## src/rtl/rf_pkg.sv

```systemverilog
package rf_pkg;
  typedef enum logic {
    PH_READ  = 1'b0,
    PH_WRITE = 1'b1
  } phase_e;
endpackage

```

## src/rtl/rf_phase_gen.sv

```systemverilog
module rf_phase_gen
  import rf_pkg::*;
(
  input  logic   clk,
  input  logic   rst,
  output phase_e phase
);
  always_ff @(posedge clk) begin
    if (rst) phase <= PH_READ;
    else     phase <= (phase == PH_READ) ? PH_WRITE : PH_READ;
  end
endmodule

```

## src/rtl/rf_wr_qual.sv

```systemverilog
module rf_wr_qual
  import rf_pkg::*;
#(
  parameter int AW = 5
) (
  input  phase_e        phase,
  input  logic          req,
  input  logic [AW-1:0] addr,
  output logic          commit
);
  // Writes only in the write step, and never to the hard-wired zero entry.
  always_comb commit = (phase == PH_WRITE) && req && (addr != '0);
endmodule

```

## src/rtl/rf_array.sv

```systemverilog
module rf_array #(
  parameter int DW    = 32,
  parameter int DEPTH = 32,
  parameter int NRD   = 2,
  localparam int AW   = $clog2(DEPTH)
) (
  input  logic                     clk,
  input  logic                     rst,
  input  logic                     rd_step,
  input  logic [NRD-1:0][AW-1:0]   rd_addr,
  output logic [NRD-1:0][DW-1:0]   rd_q,
  input  logic                     wr_commit,
  input  logic [AW-1:0]            wr_addr,
  input  logic [DW-1:0]            wr_data
);
  logic [DW-1:0] mem [DEPTH];

  always_ff @(posedge clk) begin
    if (wr_commit) mem[wr_addr] <= wr_data;
  end

  for (genvar p = 0; p < NRD; p++) begin : g_rd
    always_ff @(posedge clk) begin
      if (rst)
        rd_q[p] <= '0;
      else if (rd_step)
        rd_q[p] <= (rd_addr[p] == '0) ? '0 : mem[rd_addr[p]];
    end
  end
endmodule

```

## src/rtl/rf2r1w.sv

```systemverilog
module rf2r1w
  import rf_pkg::*;
#(
  parameter int DW    = 32,
  parameter int DEPTH = 32,
  localparam int AW   = $clog2(DEPTH)
) (
  input  logic          clk2x,
  input  logic          rst,
  input  logic [AW-1:0] rd_addr_a,
  input  logic [AW-1:0] rd_addr_b,
  output logic [DW-1:0] rd_data_a,
  output logic [DW-1:0] rd_data_b,
  input  logic          wr_en,
  input  logic [AW-1:0] wr_addr,
  input  logic [DW-1:0] wr_data,
  output logic          wr_phase
);
  localparam int NRD = 2;

  phase_e                   phase;
  logic                     commit;
  logic [NRD-1:0][AW-1:0]   ra;
  logic [NRD-1:0][DW-1:0]   rq;

  rf_phase_gen u_phase (
    .clk   (clk2x),
    .rst   (rst),
    .phase (phase)
  );

  rf_wr_qual #(.AW(AW)) u_wq (
    .phase  (phase),
    .req    (wr_en),
    .addr   (wr_addr),
    .commit (commit)
  );

  always_comb begin
    ra[0] = rd_addr_a;
    ra[1] = rd_addr_b;
  end

  rf_array #(.DW(DW), .DEPTH(DEPTH), .NRD(NRD)) u_arr (
    .clk       (clk2x),
    .rst       (rst),
    .rd_step   (phase == PH_READ),
    .rd_addr   (ra),
    .rd_q      (rq),
    .wr_commit (commit),
    .wr_addr   (wr_addr),
    .wr_data   (wr_data)
  );

  assign rd_data_a = rq[0];
  assign rd_data_b = rq[1];
  assign wr_phase  = (phase == PH_WRITE);
endmodule

```

## config.mk

```make
export PLATFORM = sky130hd
export DESIGN_NAME = rf2r1w
export DESIGN_NICKNAME = d
export VERILOG_FILES = /design/src/rtl/rf_pkg.sv /design/src/rtl/rf_phase_gen.sv /design/src/rtl/rf_wr_qual.sv /design/src/rtl/rf_array.sv /design/src/rtl/rf2r1w.sv
export SDC_FILE = /design/constraint.sdc
export NUM_CORES = 1
export LEC_CHECK = 0
export BUFFER_PORTS_ARGS = -buffer_cell sky130_fd_sc_hd__clkbuf_2
export CORE_MARGIN = 5
export CORE_UTILIZATION = 45
export CTS_CLUSTER_DIAMETER = 40
export DETAILED_ROUTE_END_ITERATION = 8
export PLACE_DENSITY_LB_ADDON = 0.12
export SLEW_MARGIN = 20
export SYNTH_ARGS = -nofsm -noshare
export SYNTH_HDL_FRONTEND = slang
export SYNTH_SLANG_ARGS = --single-unit
export TNS_END_PERCENT = 10
```

## constraint.sdc

```tcl
create_clock -name clk2x -period 2.5 [get_ports clk2x]
set_input_delay 0.25 -clock clk2x [delete_from_list [all_inputs] [get_ports clk2x]]
set_output_delay 0.25 -clock clk2x [all_outputs]
set_load 0.005 [all_outputs]
```

==> Word level (Yosys, flattened, before mapping) <==
Memories as Yosys holds them, arrays and structs flattened.
Index checks and enable logic that the tools add are counted.
{ "totals": {"out_inout_bits": 65, "ram_bits": 1024, "word_cells": 14, "memories": 1, "inputBits": 50, "register_bits": 65} }
{ "op_classes": {"reduce_logical": 5, "muxes": 5} }
{ "memory_table": {"columns": ["name", "words", "width", "rd", "rd_ports_with_merged_regs", "write_ports", "line_no", "rtl"], "rows": [
  ["u_arr.mem", 32, 32, 2, 0, 1, "rf_array.sv:16", "logic [DW-1:0] mem [DEPTH];"]
]} }
{ "ops": {"columns": ["operator", "count"], "rows": [
  ["$mux W32", 2],
  ["$logic_not A5 Y1", 2],
  ["$reduce_bool A5 Y1", 1],
  ["$mux W1", 3],
  ["$logic_and A1 B1 Y1", 2]
]} }

==> Longest topological paths before layout <==
{ "logic_depth": {"ltp_word": 4, "depth_mapped": 9, "mapped_depth_nobuf": 4} }

==> Modules after synthesis <==
Synthesis repeated with hierarchy kept, for this count alone.
{ "hier_totals": {"cells_unflattened": 2469, "hier_area_um2": 49043.3} }
{ "by_module_without_submodules": {"columns": ["module", "cells_per_inst", "area_per_inst_um2", "n_inst"], "rows": [
  ["rf_array", 2464, 48999.5, 1],
  ["rf_phase_gen", 2, 23.8, 1],
  ["rf_wr_qual", 2, 16.3, 1],
  ["rf2r1w", 1, 3.8, 1]
]} }

==> Worst setup path after synthesis <==
No wires, ideal clock.
{ "synth_path": {"path_type": "register -> register", "from": "register u_phase.phase", "to": "memory u_arr.mem[12][0], enable pin", "slack_ns": -0.189, "t_required_ns": 2.079, "stages_incl_launch_ff": 6, "period_less_slack_ns": 2.689, "arrival_time_ns": 2.268, "path_cell_list": "dfxtp_1 buf_2 nand2_1 nor2_1 nand3b_1 nor2_1"} }
{ "synth_via": {"elab_chain_len": 4} }
{ "synth_rtl": {"columns": ["element", "line_no", "rtl"], "rows": [
  ["start, declared", "rf_phase_gen.sv:6", "output phase_e phase"],
  ["start signal, assigned", "rf_phase_gen.sv:10", "else phase <= (phase == PH_READ) ? PH_WRITE : PH_READ;"],
  ["$logic_and A1 B1 Y1 (2 in a row)", "rf_wr_qual.sv:12", "always_comb commit = (phase == PH_WRITE) && req && (addr != '0);"],
  ["$mux W1", "rf_array.sv:19", "if (wr_commit) mem[wr_addr] <= wr_data;"],
  ["$mux W1 (implied by the code)", "rf_array.sv:19", null],
  ["end, declared", "rf_array.sv:16", null]
]} }
Every way passes these cells.

==> Final worst setup path <==
{ "layout_path": {"from": "register u_phase.phase", "to": "memory u_arr.mem[28][20], enable pin"} }
Same word-level chain as after synthesis.

==> impl_metrics.py <==
metrics = {
    "outcome": {
        "outcome": "finished, final reports clean",
    },
    "worst_setup_path": {
        "worstPathRequired_ns": 2.94,
        "startpoint_type": "flop",
        "worstSetupPathType": "reg2reg",
        "worst_setup_path_end_kind": "flop",
        "worstPathArrival_ns": 2.68,
        "crit_path_max_fanout": 18,
        "r2r_cells": 6,
    },
    "clock_network": {
        "cts_made_buffers": 158,
        "ctsResizeCount": 0,
        "cts_tree": "built",
        "post_cts_buffers": 0,
        "hold_buffers": 0,
        "root_buffer": "clkbuf_16",
        "clkTransAtPathRegs_ns": 0.05,
        "insertion_delay_ns": 0.77,
        "h-tree-depth": 4,
        "clock_sinks": 1089,
        "cts.path.max_buffers": 3,
    },
    "floorplanning": {
        "die_height_um": 343,
        "die-area_mm2": 0.117,
        "dieWidth_um": 343,
        "ios": 115,
        "initial_core_util": 0.452,
        "core_area_mm2": 0.110,
        "fp-row-count": 122,
    },
    "min_path": {
        "hp-class": "in2reg",
        "holdPathStages": 3,
    },
    "grt": {
        "grt_start_max_net_pins": 41,
        "grt_pass1_vias": 32400,
        "grt_pass1_wl_um": 246000,
        "antenna_found_initial": 5,
        "grtUsageTotal": 0.298,
        "grt-ovfl-total": 0,
    },
    "placement": {
        "port_buffers": 114,
        "postPlaceCellArea_mm2": 0.0544,
        "gp_congestion": 0.859,
        "hpwl_um": 108000,
    },
    "sta": {
        "layout_worst_path_cycle_share": 0.896,
        "rsz0062_at_grt": "no",
        "clock_skew_ns": 0.0372,
        "slew_violations": 0,
        "setup_viol": 0,
        "tightest_slew_ns": 0.915,
        "finalCriticalPeriod_ns": 2.24,
        "setup_tns_ns": 0,
        "max_freq_mhz": 446,
        "finalHoldViolations": 0,
        "maxSlewHeadroom": 0.389,
        "timing.hold.ws_ns": 0.100,
    },
    "synth": {
        "synth.avg_cell_area_um2": 17.5,
        "synth_seq_cells": 1089,
        "synth_area_mm2": 0.0498,
        "synth_enable_flop_cells": 1024,
        "ys_warn_count": 0,
        "synthFlopType": "edfxtp_1",
        "synth_cell_types": 46,
        "async_reset_ff_frac": 0,
        "syn_inst": 2843,
        "ys_seq_area_frac": 0.644,
    },
    "power_and_ir_drop": {
        "p_clk_frac": 0.489,
        "p_comb_frac": 0.074,
        "p_int_w": 0.0355,
        "p_per_area_mw_per_mm2": 778,
        "p_sw_w": 0.0111,
        "p_leak_nw": 20.5,
        "peakVddDrop_mv": 0.708,
        "seqPwrFrac": 0.437,
        "swShare": 0.237,
    },
    "drt": {
        "wirelength_um": 177000,
        "drt_iter0_drc": 4093,
        "viasPerCell": 6.69,
        "first_pass_iters": 6,
        "wl_per_cell_um": 37.0,
        "drc_errors": 0,
        "vias": 32000,
        "ant_nets": 0,
    },
    "cells_and_area": {
        "layout_commonest_cell": "edfxtp_1",
        "stdcell_area_mm2": 0.0599,
        "final_nets": 3205,
        "final_cell_mix": "edfxtp_1 (1024), mux2i_1 (427), mux4_2 (305), clkbuf_16 (161), buf_4 (150)",
        "drive_above_1_share": 0.306,
        "fillers": 8721,
        "syn2layout_area_growth_pct": 20.3,
    },
    "flow_run": {
        "cap_viol_max_count": 0,
    },
}
-- cell usage after synthesis (all sizes together) (32+ instances only) --
| cell type | number | area, um^2 |
|---|---|---|
| o221ai | 41 | 359 |
| mux2i | 427 | 4270 |
| nor2 | 144 | 541 |
| edfxtp | 1024 | 30700 |
| buf | 127 | 768 |
| o21ai | 53 | 265 |
| a2111oi | 42 | 437 |
| a32oi | 32 | 280 |
| inv | 34 | 128 |
| clkbuf | 99 | 372 |
| dfxtp | 65 | 1300 |
| o22ai | 85 | 532 |
| a22oi | 56 | 420 |
| mux4 | 318 | 7210 |
| a22o | 64 | 561 |
| nand2 | 63 | 236 |
-- metrics by stage --
stage / cells / total power (W) / util / setup WS, ns
global placement: 4483 / 0.0241 / 0.493 / 0.0943
CTS: 4778 / 0.0468 / 0.543 / 0.278
finish: 4780 / 0.0466 / 0.543 / 0.259
detailed placement: 4483 / 0.0242 / 0.493 / 0.0245
global route: 4778 / 0.0478 / 0.543 / 0.180
floorplan: 2874 / 0.0225 / - / -0.189
-- state kept, by name, summed over array words and instances, names as in the netlist --
name,count
u_arr.mem,1024
u_arr.rd_q,64
u_phase.phase,1
-- critical path, stage by stage (launching register included) --
cell,delay [ns]
dfxtp_1,0.32
nand2_1,0.07
nor2_1,0.14
nand3b_1,0.16
buf_4,0.18
nor2_4,0.70
buf_12,0.29
-- metal layers --
metal / GRT usage / vias up / share of wire
li1: - / 12600 / -
met1: 0.415 / 17100 / 0.40
met2: 0.469 / 1907 / 0.47
met3: 0.0634 / 395 / 0.094
met4: 0.105 / 2 / 0.038
met5: 0 / - / 0.000074
-- area by class of cell --
type                       instances  area (um^2)  area share
inverter                          34          128     0.00213
clock inverter                   107         1270      0.0213
timing repair buffer             347         3420      0.0571
clock buffer                     188         4200      0.0702
sequential                      1089        32100       0.535
multi-input combinational       1525        16900       0.283
tap                             1488         1860      0.0311
antenna                            2         5.00   0.0000836
-- power groups by stage --
stage	combinational, W	clock (W)	sequential (W)
after CTS	0.00343	0.0230	0.0204
after global placement	0.00338	0	0.0207
after global routing	0.00360	0.0239	0.0204
after detailed placement	0.00342	0	0.0207
after floorplan	0.00187	0	0.0206
final	0.00345	0.0228	0.0204
-- kinds of logic (layout without fill, tap and decap cells) --
family          Yosys count  in the layout  share of synthesized area
compound gates          450            450                     0.0697
buf+inv                 260            676                     0.0255
flops                  1089           1089                      0.644
mux                     770            770                      0.236
other cells               1             34                  0.0000753
simple gates            273            273                     0.0244
-- final timing paths --
path	start	end	slack, ns
max	u_phase.phase	u_arr.mem[28][20]	0.26
min	rd_addr_b[2]	u_arr.rd_q[50]	0.10
max reg2reg	u_phase.phase	u_arr.mem[28][20]	0.26
min reg2reg	u_arr.rd_q[47]	u_arr.rd_q[47]	0.52
No activity file was read; power rests on OpenSTA's default activity.
